File: src/rtl/sticky_status_pkg.sv
package sticky_status_pkg;
  localparam int STAT_W    = 32;
  localparam int BYTE_W    = 8;
  localparam int NUM_BYTES = STAT_W / BYTE_W;
  localparam int ADDR_W    = $clog2(NUM_BYTES);
  // software-owned bits and reserved bits, storage indices
  localparam logic [STAT_W-1:0] SW_MASK   = 32'h7000_0000;
  localparam logic [STAT_W-1:0] RSVD_MASK = 32'h0038_0000;
  localparam logic [STAT_W-1:0] EVT_MASK  = ~(SW_MASK | RSVD_MASK);
endpackage

File: src/rtl/sst_clr_decode.sv
module sst_clr_decode
  import sticky_status_pkg::*;
#(
  parameter int W  = STAT_W,
  parameter int BW = BYTE_W,
  localparam int NB = W / BW,
  localparam int AW = $clog2(NB)
) (
  input  logic          wr_en_i,
  input  logic [AW-1:0] addr_i,
  input  logic [BW-1:0] data_i,
  output logic [W-1:0]  clr_o
);
  // byte lane 0 maps to the most significant byte
  for (genvar b = 0; b < NB; b++) begin : g_lane
    assign clr_o[W-1-b*BW -: BW] =
      (wr_en_i && (addr_i == AW'(b))) ? data_i : '0;
  end
endmodule

File: src/rtl/sst_bit_array.sv
module sst_bit_array
  import sticky_status_pkg::*;
#(
  parameter int              W    = STAT_W,
  parameter logic [W-1:0]    SWM  = SW_MASK,
  parameter logic [W-1:0]    RSVM = RSVD_MASK
) (
  input  logic         clk,
  input  logic         rst,
  input  logic [W-1:0] evt_i,
  input  logic [W-1:0] clr_i,
  input  logic         rb_wr_en_i,
  input  logic [W-1:0] rb_wr_data_i,
  output logic [W-1:0] stat_o
);
  for (genvar i = 0; i < W; i++) begin : g_bit
    if (RSVM[i]) begin : g_rsvd
      logic unused_rsvd;
      assign unused_rsvd = ^{evt_i[i], clr_i[i], rb_wr_data_i[i]};
      assign stat_o[i]   = 1'b0;
    end else if (SWM[i]) begin : g_sw
      logic q;
      logic unused_evt;
      assign unused_evt = evt_i[i];
      // register-bus write outranks the external clear
      always_ff @(posedge clk) begin
        if (rst)             q <= 1'b0;
        else if (rb_wr_en_i) q <= rb_wr_data_i[i];
        else if (clr_i[i])   q <= 1'b0;
      end
      assign stat_o[i] = q;
    end else begin : g_evt
      logic q;
      logic unused_rb;
      assign unused_rb = rb_wr_data_i[i];
      // a live event outranks the clear
      always_ff @(posedge clk) begin
        if (rst)           q <= 1'b0;
        else if (evt_i[i]) q <= 1'b1;
        else if (clr_i[i]) q <= 1'b0;
      end
      assign stat_o[i] = q;
    end
  end
endmodule

File: src/rtl/sst_alert.sv
module sst_alert
  import sticky_status_pkg::*;
#(
  parameter int W = STAT_W
) (
  input  logic         clk,
  input  logic         rst,
  input  logic [W-1:0] stat_i,
  input  logic [W-1:0] mask_i,
  input  logic         ack_i,
  input  logic         en_i,
  output logic         flag_o,
  output logic         resp_o
);
  logic [W-1:0] masked_now, masked_prev;
  logic         new_rise;
  logic         flag_q;

  assign masked_now = stat_i & mask_i;
  assign new_rise   = |(masked_now & ~masked_prev);

  always_ff @(posedge clk) begin
    if (rst) begin
      masked_prev <= '0;
      flag_q      <= 1'b0;
    end else begin
      masked_prev <= masked_now;
      if (new_rise)                flag_q <= 1'b1;
      else if (ack_i)              flag_q <= 1'b0;
      else if (masked_now == '0)   flag_q <= 1'b0;
    end
  end

  assign flag_o = flag_q;
  assign resp_o = flag_q & en_i;
endmodule

File: src/rtl/sticky_status_alert.sv
module sticky_status_alert
  import sticky_status_pkg::*;
#(
  parameter int W  = STAT_W,
  parameter int BW = BYTE_W,
  localparam int NB = W / BW,
  localparam int AW = $clog2(NB)
) (
  input  logic          clk,
  input  logic          rst,
  input  logic [W-1:0]  evt_i,
  input  logic          rb_wr_en_i,
  input  logic [W-1:0]  rb_wr_data_i,
  input  logic          i2c_wr_en_i,
  input  logic [AW-1:0] i2c_addr_i,
  input  logic [BW-1:0] i2c_wr_data_i,
  input  logic [W-1:0]  alert_mask_i,
  input  logic          alert_en_i,
  input  logic          alert_ack_i,
  output logic [W-1:0]  status_o,
  output logic [BW-1:0] i2c_rd_data_o,
  output logic          alert_flag_o,
  output logic          alert_resp_o
);
  logic [W-1:0] clr;
  logic [W-1:0] stat;

  sst_clr_decode #(.W(W), .BW(BW)) u_dec (
    .wr_en_i (i2c_wr_en_i),
    .addr_i  (i2c_addr_i),
    .data_i  (i2c_wr_data_i),
    .clr_o   (clr)
  );

  sst_bit_array #(.W(W), .SWM(SW_MASK), .RSVM(RSVD_MASK)) u_bits (
    .clk          (clk),
    .rst          (rst),
    .evt_i        (evt_i),
    .clr_i        (clr),
    .rb_wr_en_i   (rb_wr_en_i),
    .rb_wr_data_i (rb_wr_data_i),
    .stat_o       (stat)
  );

  sst_alert #(.W(W)) u_alert (
    .clk    (clk),
    .rst    (rst),
    .stat_i (stat),
    .mask_i (alert_mask_i),
    .ack_i  (alert_ack_i),
    .en_i   (alert_en_i),
    .flag_o (alert_flag_o),
    .resp_o (alert_resp_o)
  );

  assign status_o = stat;

  always_comb begin
    i2c_rd_data_o = '0;
    for (int b = 0; b < NB; b++) begin
      if (i2c_addr_i == AW'(b)) i2c_rd_data_o = stat[W-1-b*BW -: BW];
    end
  end
endmodule

File: config.mk
export PLATFORM = sky130hd
export DESIGN_NAME = sticky_status_alert
export DESIGN_NICKNAME = d
export VERILOG_FILES = /design/src/rtl/sticky_status_pkg.sv /design/src/rtl/sst_clr_decode.sv /design/src/rtl/sst_bit_array.sv /design/src/rtl/sst_alert.sv /design/src/rtl/sticky_status_alert.sv
export SDC_FILE = /design/constraint.sdc
export NUM_CORES = 1
export LEC_CHECK = 0
export ABC_AREA = 1
export CAP_MARGIN = 0
export CORE_ASPECT_RATIO = 1.5
export CORE_UTILIZATION = 30
export CTS_CLUSTER_DIAMETER = 60
export DETAILED_ROUTE_END_ITERATION = 8
export PLACE_DENSITY = 0.7
export SLEW_MARGIN = 20
export SYNTH_ARGS = -nofsm -noshare
export SYNTH_HDL_FRONTEND = slang
export SYNTH_SLANG_ARGS = --single-unit
export TNS_END_PERCENT = 5
File: constraint.sdc
create_clock -name clk -period 1.8 [get_ports clk]
set_input_delay 0.18 -clock clk [delete_from_list [all_inputs] [get_ports clk]]
set_output_delay 0.18 -clock clk [all_outputs]
set_load 0.01 [all_outputs]
### Word level (Yosys, flattened, before mapping)

Cells that the tools add are included.

| storage, ports and cells | value |
|---|---|
| memories | 0 |
| output and inout bits | 42 |
| memory bits (writable) | 0 |
| input bits | 112 |
| flip-flop bits (word level) | 62 |
| bits in read-only memories | 0 |
| bits in latches | 0 |

| operators by class | value |
|---|---|
| magnitude comparators | 0 |
| bitwise operators | 4 |
| $mul | 0 |
| reduce and logical (&&, ||, !) cells | 37 |
| shifts and indexed selects | 0 |
| add/subtract/negate cells | 0 |
| muxes and demuxes | 69 |
| div/mod/pow operators | 0 |
| equality and inequality tests | 3 |

Operators by type and width:

| cell | number |
|---|---|
| $and 32x32->32 | 2 |
| $mux 8 | 8 |
| $mux 1 | 61 |
| $reduce_bool 2->1 | 29 |
| $logic_not 32->1 | 1 |
| $not 32->32 | 1 |
| $reduce_or 32->1 | 1 |
| $eq 2x2->1 const B | 2 |
| $logic_and 1x1->1 | 4 |
| $reduce_bool 3->1 | 1 |
| $eq 2x1->1 const B | 1 |
| $logic_not 2->1 | 1 |
| $and 1x1->1 | 1 |

### Longest topological paths before layout

Gate-level depths: netlist of run 1.

| depth | value |
|---|---|
| depth after elaboration | 5 |
| depth in mapped cells | 8 |
| gate-level depth less buffers | 8 |

### Cells and area by module

Synthesis of run 1 repeated with hierarchy kept, for this count alone.

| second synthesis, totals | value |
|---|---|
| cell total of the unflattened synthesis | 457 |
| area, all modules | 3,026.7 um^2 |

Modules (own cells, without submodules):

| module | cells each | times used | area an instance (um^2) |
|---|---|---|---|
| sst_alert | 201 | 1 | 1,321.3 |
| sst_bit_array | 162 | 1 | 1,261.2 |
| sticky_status_alert | 47 | 1 | 264.0 |
| sst_clr_decode | 47 | 1 | 180.2 |

### Worst setup path after synthesis of run 1

No wires, ideal clock.

| timing path | value |
|---|---|
| path type | register -> register |
| start | register u_bits.g_bit[6].g_evt.q |
| end | register u_alert.flag_q (netlist: u_alert.flag_o) |
| path buffers | 0 |
| arrival | 0.829 ns |
| cell stages (with the launch flop) | 9 |
| library setup time | 0.132 ns |
| clock period less this slack | 0.961 ns |
| path slack | 0.839 ns |
| path through | dfxtp_1 nand2_1 nor2_1 nor2_1 nand2_1 nor2_1 nand2_1 nor2_1 a21oi_1 |

| on the way | value |
|---|---|
| word-level cells in the longest chain between the ends | 4 |
| elaborated cells on any way between the ends | 6 |
| classes of those cells | mux: 1; bitwise: 2; reduce/logical: 3 |

RTL lines:

| element | RTL line | RTL |
|---|---|---|
| start, declared | sst_bit_array.sv:33 | `logic q;` |
| start signal, assigned | sst_bit_array.sv:38 | `if (rst) q <= 1'b0;` |
| start signal, assigned | sst_bit_array.sv:39 | `else if (evt_i[i]) q <= 1'b1;` |
| start signal, assigned | sst_bit_array.sv:40 | `else if (clr_i[i]) q <= 1'b0;` |
| $and 32x32->32 (*) | sst_alert.sv:19 | `assign masked_now = stat_i & mask_i;` |
| $and 32x32->32 | sst_alert.sv:20 | `assign new_rise = \|(masked_now & ~masked_prev);` |
| $reduce_or 32->1 | sst_alert.sv:20 |  |
| $reduce_bool 3->1 (no line) / $mux 1 (equally long branches) | n/a |  |
| end signal, assigned | sst_alert.sv:25 | `flag_q <= 1'b0;` |
| end signal, assigned | sst_alert.sv:28 | `if (new_rise) flag_q <= 1'b1;` |
| end signal, assigned | sst_alert.sv:29 | `else if (ack_i) flag_q <= 1'b0;` |
| end, declared | sst_alert.sv:17 | `logic flag_q;` |

Every way passes the cells marked *; elsewhere a longest branch is shown, timed or not.
A chain may end at the register's enable or synchronous reset.

### Worst setup path after layout of run 1

| timing path | value |
|---|---|
| start | input port i2c_addr_i[1] |
| end | output port i2c_rd_data_o[7] |

| on the way | value |
|---|---|
| word-level cells in the longest chain between the ends | 5 |
| elaborated cells on any way between the ends | 8 |
| classes of those cells | eq/ne: 3; mux: 4; reduce/logical: 1 |

RTL lines:

| element | RTL line | RTL |
|---|---|---|
| start, declared | sticky_status_alert.sv:15 | `input logic [AW-1:0] i2c_addr_i,` |
| $logic_not 2->1 | sticky_status_alert.sv:61 | `if (i2c_addr_i == AW'(b)) i2c_rd_data_o = stat[W-1-b*BW -: BW];` |
| $mux 8 (3 in series) | sticky_status_alert.sv:61 |  |
| $mux 8 (*) | sticky_status_alert.sv:61 |  |
| end, declared | sticky_status_alert.sv:21 | `output logic [BW-1:0] i2c_rd_data_o,` |

Marks and branches as above.

==> results of run 1 <==
==> path summary, 6_finish.rpt <==
| path | start | to | slack (ns) | depth (start not counted) |
|---|---|---|---|---|
| worst max-delay path | i2c_addr_i[1] | i2c_rd_data_o[7] | 0.15 | 6 |
| worst min-delay path | rst | u_alert.masked_prev[16]$_SDFF_PP0_ | 0.30 | 2 |
| worst max register to register | u_bits.g_bit[5].g_evt.q$_SDFFE_PP0P_ | u_alert.flag_o$_SDFFE_PP0P_ | 0.57 | 8 |
| worst min register to register | u_bits.g_bit[2].g_evt.q$_SDFFE_PP0P_ | u_bits.g_bit[2].g_evt.q$_SDFFE_PP0P_ | 0.52 | 2 |
==> cell families after synthesis <==
family,count (synthesis)
other,1
DFF,59
AOI/OAI and AO/OA,63
and+or+nand+nor,187
buffers and inverters,81
==> per-stage QoR <==
step / hold WS, ns / setup TNS (ns) / instance area (um2) / setup slack (ns)
after floorplan: 0.314 / 0 / 2700 / 0.839
after global placement: 0.503 / -0.703 / 3740 / -0.101
after detailed placement: 0.504 / -0.930 / 3740 / -0.137
after CTS: 0.301 / 0 / 4070 / 0.142
after global routing: 0.337 / 0 / 4070 / 0.0838
final: 0.302 / 0 / 4070 / 0.153
==> state kept, by name (all words and copies together), names as in the netlist <==
register              count
u_alert.flag_o            1
u_alert.masked_prev      29
u_bits.g_bit.g_evt.q     26
u_bits.g_bit.g_sw.q       3
==> per-layer routing <==
| metal | up-vias | GRT usage (%) | wire [um] |
|---|---|---|---|
| met5 | - | 0 | 0 |
| met1 | 1210 | 20.1 | 3100 |
| met3 | 22 | 3.26 | 569 |
| li1 | 1367 | - | - |
| met4 | 0 | 11.0 | 361 |
| met2 | 111 | 31.8 | 4290 |
==> synth_stat cells <==
master,instances,area [um2]
nand2_1,90,338
nor2_1,80,300
dfxtp_1,59,1180
inv_1,41,154
buf_4,32,240
o21ai_0,31,155
a21oi_1,30,150
nand4_1,5,31.3
nand3_1,4,20.0
buf_2,3,15.0
clkbuf_1,3,11.3
nand2_4,3,33.8
nand3b_1,3,22.5
inv_2,2,7.51
conb_1,1,3.75
nor2_2,1,6.26
nor2_4,1,11.3
o21ai_1,1,5.00
o22ai_1,1,6.26
==> final cells by class <==
type	instances	area, um2	area share [%]
clock inverters	5	100	2.46
repair buffers	117	1160	28.4
multi-input cells	253	1090	26.8
clock buffers	11	243	5.96
flip-flops and latches	59	1180	29.0
inverters	43	164	4.02
well taps	110	138	3.38
==> timing repair <==
action | CTS | global route
hold buffers | 0 | 0
setup endpoints to repair | 8 | 0
gates resized for setup | 9 | 0
==> worst reg2reg max path: stages, from the launching register on <==
cell	delay, ns
dfxtp_1	0.35
nand2_1	0.12
nor2_1	0.05
nor2_1	0.13
nand2_1	0.07
nor2_1	0.13
nand2_1	0.08
nor2_1	0.09
a21oi_1	0.07
==> where the power goes <==
part           switching [mW]  leakage, nW  internal, mW
combinational           0.277         1.26         0.327
clock                   0.571        0.169          1.38
sequential             0.0663        0.488          1.38
total                   0.915         1.92          3.09
==> flow_summary.yaml, run 1 <==
run_status:
  outcome: "complete, no violations"
cells_and_area:
  layout_common_cells: "103 x clkdlybuf4s50_1, 90 x nand2_1, 80 x nor2_1"
  area_growth_pct: 51.3
  num-fill-cells: 874
  antenna_cells: 0
  final_common_cell: "clkdlybuf4s50_1"
  final_cells: 598
  drive_gt1_share_pct: 5.74
  post-route-util_pct: 46.4
  nets: 595
die:
  die_w_um: 79.4
  core_um2: 8780
  rows: 42
  ios: 154
  die-area_um2: 9370
  die_y_um: 118
  start_util_pct: 30.7
clock_network:
  clockRootBuffer: "clkbuf_16"
  htreeDepth: 3
  cts_tree: "yes"
  cts.clk_slew.worst_paths_ns: 0.05
  clock_path_buffers: 2
  clkLatencyLatePin_ns: 0.32
  clock-sinks: 59
  postCtsSetupBuffers: 0
  cts_buffers: 9
synth:
  ys_seq_area_share_pct: 43.9
  synth_top_family_by_area: "simple AND/OR/NAND/NOR gates"
  synthSimpleGateAreaFrac_pct: 28.3
  yosysWarnings: 0
  synthCells: 391
  synth.area.mux_share_pct: 0
  synth_compound_area_share_pct: 11.8
  synth_seq_cells: 59
  synth_cell_types: 19
  synth_xor_area_share_pct: 0
  synth_area_per_cell_um2: 6.89
  synth_adder_area_share_pct: 0
  netlist_area_um2: 2690
placed_design:
  place_congestion: 0.853
  io_buffers: 112
  hpwlAfterDp_mm: 6.61
  dp_cells: 582
power:
  power_density_nw_per_um2: 983
  power.leakage_nw: 1.92
  p_total_mw: 4.01
  ir_drop_mv: 0.663
drt:
  finalWirelength_mm: 8.32
  wl_per_cell_um: 13.9
  dr.pass1.iters: 4
  drcViolationCount: 0
  postRouteAntennaNets: 0
  avgViaCountPerCell: 4.53
  vias: 2710
  drtIter0Drc: 146
global_routing:
  antenna_found_initial: 0
  grt_pass1_vias: 2644
  grt_overflow: 0
  grt_pass1_wl_mm: 12.8
  grt_use_total_pct: 18.3
  grt_max_degree: 28
sta:
  fin_crit_ns: 1.65
  finalClockSkew_ns: 0.00484
  rsz0062_at_grt: "no"
  slew_headroom_pct: 66.5
  hold_viol: 0
  tightest_slew_ns: 0.503
  drv_slew: 0
  setup_viol: 0
  fin_crit_sh_pct: 91.5
  fmax_ghz: 0.607
setup_path:
  cp_data_arrival_time_ns: 1.47
  cp-start-kind: "input port"
  crit_family: "buffers and inverters"
  cp_max_fo: 6
  crit_slowest_cell: "clkdlybuf4s50_1"
  slowest_delay_ns: 0.46
  crit_type: "in -> out"
  worstPathRequired_ns: 1.62
  cp_num_buf_inv: 3
  path_cells: "clkdlybuf4s50_1, buf_4, nor2_4, nand2_1, nand4_1, dlygate4sd2_1"
  endpoint_kind: "output port"
hold_path:
  min_path_type: "in -> reg"
flow_run:
  cap_violations: 0
Note: power is estimated with default switching activity, not from simulation.
==> inputs of run 2 (changes only) <==
Settings changed: CORE_ASPECT_RATIO 1.5 to 0.6, CORE_UTILIZATION 30 to 55, DONT_BUFFER_PORTS set to 1, PLACE_DENSITY 0.7 to 0.74.
==> flow_summary.yaml, run 2 (synthesis results as in run 1) <==
setup_path:
  cp_data_arrival_time_ns: 1.63
  r2r_cells: 3
  cp-start-kind: "flip-flop"
  cp_max_fo: 4
  worstPathRequired_ns: 2.08
  slowest_delay_ns: 0.55
  rr_endpoint: "u_bits.g_bit[17].g_evt.q$_SDFFE_PP0P_"
  crit_family: "buffers and inverters"
  crit_type: "reg -> reg"
  path_cells: "o21ai_0, a21oi_1, dlygate4sd3_1"
  crit_slowest_cell: "dlygate4sd3_1"
  endpoint_kind: "flip-flop"
  r2r_setup_slack_ns: 0.45
  r2r-start: "u_bits.g_bit[17].g_evt.q$_SDFFE_PP0P_"
  cp_num_buf_inv: 1
drt:
  drtIter0Drc: 204
  drcViolationCount: 0
  dr.pass1.iters: 5
  postRouteAntennaNets: 0
  vias: 2483
  avgViaCountPerCell: 5.37
  wl_per_cell_um: 16.1
  finalWirelength_mm: 7.46
die:
  die_y_um: 56.2
  core_um2: 4640
  rows: 19
  die_w_um: 92.3
  die-area_um2: 5190
  ios: 154
  start_util_pct: 58.1
clock_network:
  cts_tree: "yes"
  clkLatencyLatePin_ns: 0.33
  cts_buffers: 9
  clock_path_buffers: 2
  clockRootBuffer: "clkbuf_8"
  post_cts_resize_count: 0
  htreeDepth: 3
  cts.clk_slew.worst_paths_ns: 0.06
  clock-sinks: 59
global_routing:
  grt_pass1_wl_mm: 11.8
  grt_pass1_vias: 2344
  antenna_found_initial: 0
  grt_max_degree: 57
  grt_use_total_pct: 31.0
  grt_overflow: 0
sta:
  fin_crit_sh_pct: 75.1
  finalClockSkew_ns: 0.00815
  fin_tns_setup_ns: 0
  hold_viol: 0
  setup_viol: 0
  fin_crit_ns: 1.35
  drv_slew: 0
  fmax_ghz: 0.739
  rsz0062_at_grt: "no"
cells_and_area:
  antenna_cells: 0
  area_growth_pct: 11.0
  top_regs: "u_alert.masked_prev (29), u_bits.g_bit.g_evt.q (26), u_bits.g_bit.g_sw.q (3)"
  layout_common_cells: "90 x nand2_1, 80 x nor2_1, 59 x dfxtp_1"
  regMostFlops: "u_alert.masked_prev"
  drive_gt1_share_pct: 5.76
  num-fill-cells: 411
  nets: 507
  final_common_cell: "nand2_1"
  largest_reg_flops: 29
hold_path:
  min_path_type: "in -> reg"
  hold_end: "u_alert.masked_prev[28]$_SDFF_PP0_"
  hp-start: "alert_mask_i[28]"
  hold_path_depth: 2
flow_run:
  cap_violations: 0
power:
  p_total_mw: 2.90
  ir_drop_mv: 0.573
  power.leakage_nw: 1.49
  power_density_nw_per_um2: 971
placed_design:
  io_buffers: 0
  hpwlAfterDp_mm: 5.30
  place_congestion: 0.867
run_status:
  outcome: "complete, no violations"
## run 2: cell types whose count changed in the layout (fill, tap and decap cells not counted), sizes merged
cell,previous run,this run
clkdlybuf4s50,103,0
dlygate4sd3,0,27
dlygate4sd2,8,0
buf,6,2
bufinv,3,0
clkbuf,11,13
## run 2: worst register-to-register path, stage by stage, from the launching register on
cell	delay, ns
dfxtp_1	0.48
o21ai_0	0.14
a21oi_1	0.13
dlygate4sd3_1	0.55
## run 2: what timing repair did
item | in CTS | in global routing
hold buffers | 28 | 0
setup buffers | 0 | 0
endpoints found under the hold margin | 56 | 0
endpoints found under the setup margin | 0 | 0
## run 2: cell type report
| class | count | area (um2) | area share [%] |
|---|---|---|---|
| sequential | 59 | 1180 | 39.5 |
| multi-input combinational | 253 | 1090 | 36.5 |
| timing repair buffer | 29 | 298 | 9.96 |
| clock buffer | 13 | 169 | 5.65 |
| inverter | 43 | 161 | 5.40 |
| tap | 63 | 78.8 | 2.64 |
| clock inverter | 2 | 10.0 | 0.335 |
## run 2: power by group
group	leakage [nW]	internal (mW)	switching, mW
logic	0.907	0.134	0.209
registers	0.488	1.38	0.0978
clock network	0.0953	0.600	0.484
total	1.49	2.11	0.791
## run 2: how the worst max path moves through the flow
stage	cells past startpoint	to	slack [ns]	from
final	3	u_bits.g_bit[17].g_evt.q$_SDFFE_PP0P_	0.45	u_bits.g_bit[17].g_evt.q$_SDFFE_PP0P_
after global placement	8	u_alert.flag_o$_SDFFE_PP0P_	0.61	u_bits.g_bit[5].g_evt.q$_SDFFE_PP0P_
after CTS	3	u_bits.g_bit[17].g_evt.q$_SDFFE_PP0P_	0.48	u_bits.g_bit[17].g_evt.q$_SDFFE_PP0P_
after floorplan	8	u_alert.flag_o$_SDFFE_PP0P_	0.84	u_bits.g_bit[6].g_evt.q$_SDFFE_PP0P_
after global routing	3	u_bits.g_bit[17].g_evt.q$_SDFFE_PP0P_	0.36	u_bits.g_bit[17].g_evt.q$_SDFFE_PP0P_
after detailed placement	8	u_alert.flag_o$_SDFFE_PP0P_	0.60	u_bits.g_bit[24].g_evt.q$_SDFFE_PP0P_
## run 2: stage by stage
step	util [%]	cell area, um2	setup WS (ns)	cells	hold slack [ns]
3_3_place_gp	54.4	2520	0.607	419	0.253
2_1_floorplan	-	2700	0.839	393	0.314
5_1_grt	64.5	2990	0.362	462	0.0102
3_5_place_dp	54.4	2520	0.604	419	0.254
4_1_cts	64.5	2990	0.475	462	0.000347
6_report	64.5	2990	0.448	462	0.0145
## run 2: routing by layer
layer	part of all wire (%)	track usage [%]	vias to the layer above
met2	44	46.2	137
met3	12	13.0	14
met1	43	40.5	1139
met5	0	0	-
met4	1.4	9.82	0
li1	-	-	1193
==> inputs of run 3 (changes only) <==
Clock period 1.8 ns to 1.25 ns, I/O delays scaled along.
==> flow_summary.yaml, run 3 (synthesis results as in run 1) <==
drt:
  vias: 2786
  avgViaCountPerCell: 5.31
  postRouteAntennaNets: 0
  wl_per_cell_um: 16.1
  dr.pass1.iters: 6
  drcViolationCount: 0
  finalWirelength_mm: 8.45
  drtIter0Drc: 355
setup_path:
  crit_type: "reg -> reg"
  cp_data_arrival_time_ns: 1.50
  r2r_setup_slack_ns: 0.04
  cp-start-kind: "flip-flop"
  worstPathRequired_ns: 1.54
  cp_max_fo: 3
  endpoint_kind: "flip-flop"
global_routing:
  grt_pass1_vias: 2538
  grt_use_total_pct: 34.2
  grt_overflow: 0
  grt_pass1_wl_mm: 12.9
  grt_max_degree: 49
  antenna_found_initial: 0
sta:
  hold_viol: 0
  fin_crit_ns: 1.21
  setup_viol: 0
  fmax_ghz: 0.826
  finalClockSkew_ns: 0.00558
  rsz0062_at_grt: "yes"
  fin_crit_sh_pct: 96.9
  fin_tns_setup_ns: 0
  drv_slew: 0
clock_network:
  cts_tree: "yes"
  postCtsSetupBuffers: 0
  clock-sinks: 59
  clockRootBuffer: "clkbuf_8"
  clkLatencyLatePin_ns: 0.34
  cts_buffers: 9
  clock_path_buffers: 2
  cts.clk_slew.worst_paths_ns: 0.06
  htreeDepth: 3
power:
  power.leakage_nw: 1.80
  p_sw_share_pct: 27.8
  ir_drop_mv: 0.838
  p_seq_share_pct: 47.0
  intPower_mw: 3.14
  power_density_nw_per_um2: 1230
  pwr-share-comb_pct: 17.5
  pwr-share-clk_pct: 35.5
  p_total_mw: 4.36
  p_switching_mw: 1.21
cells_and_area:
  regMostFlops: "u_alert.masked_prev"
  area_growth_pct: 31.6
  final_common_cell: "nand2_1"
  nets: 569
  drive_gt1_share_pct: 13.9
  design_area_um2: 3540
  layout_common_cells: "88 x nand2_1, 79 x nor2_1, 58 x dlygate4sd3_1"
  antenna_cells: 0
  largest_reg_flops: 29
  top_regs: "u_alert.masked_prev (29), u_bits.g_bit.g_evt.q (26), u_bits.g_bit.g_sw.q (3)"
run_status:
  outcome: "complete, no violations"
die:
  die_y_um: 56.2
  die_w_um: 92.3
  rows: 19
  start_util_pct: 58.1
  ios: 154
  die-area_um2: 5190
  core_um2: 4640
placed_design:
  place_congestion: 0.864
  place_area_um2: 2750
  io_buffers: 0
  hpwlAfterDp_mm: 5.66
flow_run:
  cap_violations: 0
hold_path:
  min_path_type: "in -> reg"
[run 3: cell types whose count changed in the layout (fill, tap and decap cells not counted), sizes merged]
cell / change
buf: +31
clkbuf: +1
dlygate4sd3: +31
[run 3: power by group through the flow]
stage	clock network (mW)	logic, mW	registers [mW]
5_1_grt	1.65	0.828	2.06
3_5_place_dp	0	0.568	2.08
3_3_place_gp	0	0.560	2.08
6_report	1.55	0.761	2.05
2_1_floorplan	0	0.454	2.08
4_1_cts	1.56	0.733	2.04
[run 3: worst max-delay path, stage by stage (launching register included)]
cell and delay, ns:
dfxtp_1 0.35, nand2_1 0.12, nor2_2 0.12, dlygate4sd3_1 0.56
[run 3: through the flow]
stage	hold WS, ns	setup slack [ns]	std cells	utilization (%)
5_1_grt	0.0308	-0.0183	525	76.4
4_1_cts	0.00804	0.00262	524	75.8
6_report	0.0138	0.0393	525	76.4
2_1_floorplan	0.259	0.289	393	-
3_3_place_gp	0.198	0.0966	450	59.4
3_5_place_dp	0.200	0.108	450	59.4
[run 3: final cells by class]
cell class	count	area, um2
Clock buffer	14	163
Clock inverter	2	10.0
Timing Repair Buffer	91	841
Sequential cell	59	1190
Fill cell	344	1090
Inverter	43	161
Tap cell	63	78.8
Multi-Input combinational cell	253	1100
[run 3: worst paths after layout]
kind | from | to | depth (start not counted)
setup / recovery | u_bits.g_bit[11].g_evt.q$_SDFFE_PP0P_ | u_alert.masked_prev[11]$_SDFF_PP0_ | 3
hold / removal | rb_wr_en_i | u_bits.g_bit[28].g_sw.q$_SDFFE_PP0P_ | 2
setup reg to reg | u_bits.g_bit[11].g_evt.q$_SDFFE_PP0P_ | u_alert.masked_prev[11]$_SDFF_PP0_ | 3
hold reg to reg | u_bits.g_bit[27].g_evt.q$_SDFFE_PP0P_ | u_alert.masked_prev[27]$_SDFF_PP0_ | 2
[run 3: layer usage]
metal / vias up / share of wire [%] / global-route usage [%]
met1: 1246 / 42 / 45.1
met2: 199 / 43 / 50.4
met3: 23 / 14 / 13.8
li1: 1318 / - / -
met5: - / 0 / 0
met4: 0 / 2.2 / 12.5
[run 3: what timing repair did]
action	4_1_cts	5_1_grt
hold buffers	58	1
gates resized for setup	0	11
hold endpoints to repair	59	1
endpoints found under the setup margin	0	9
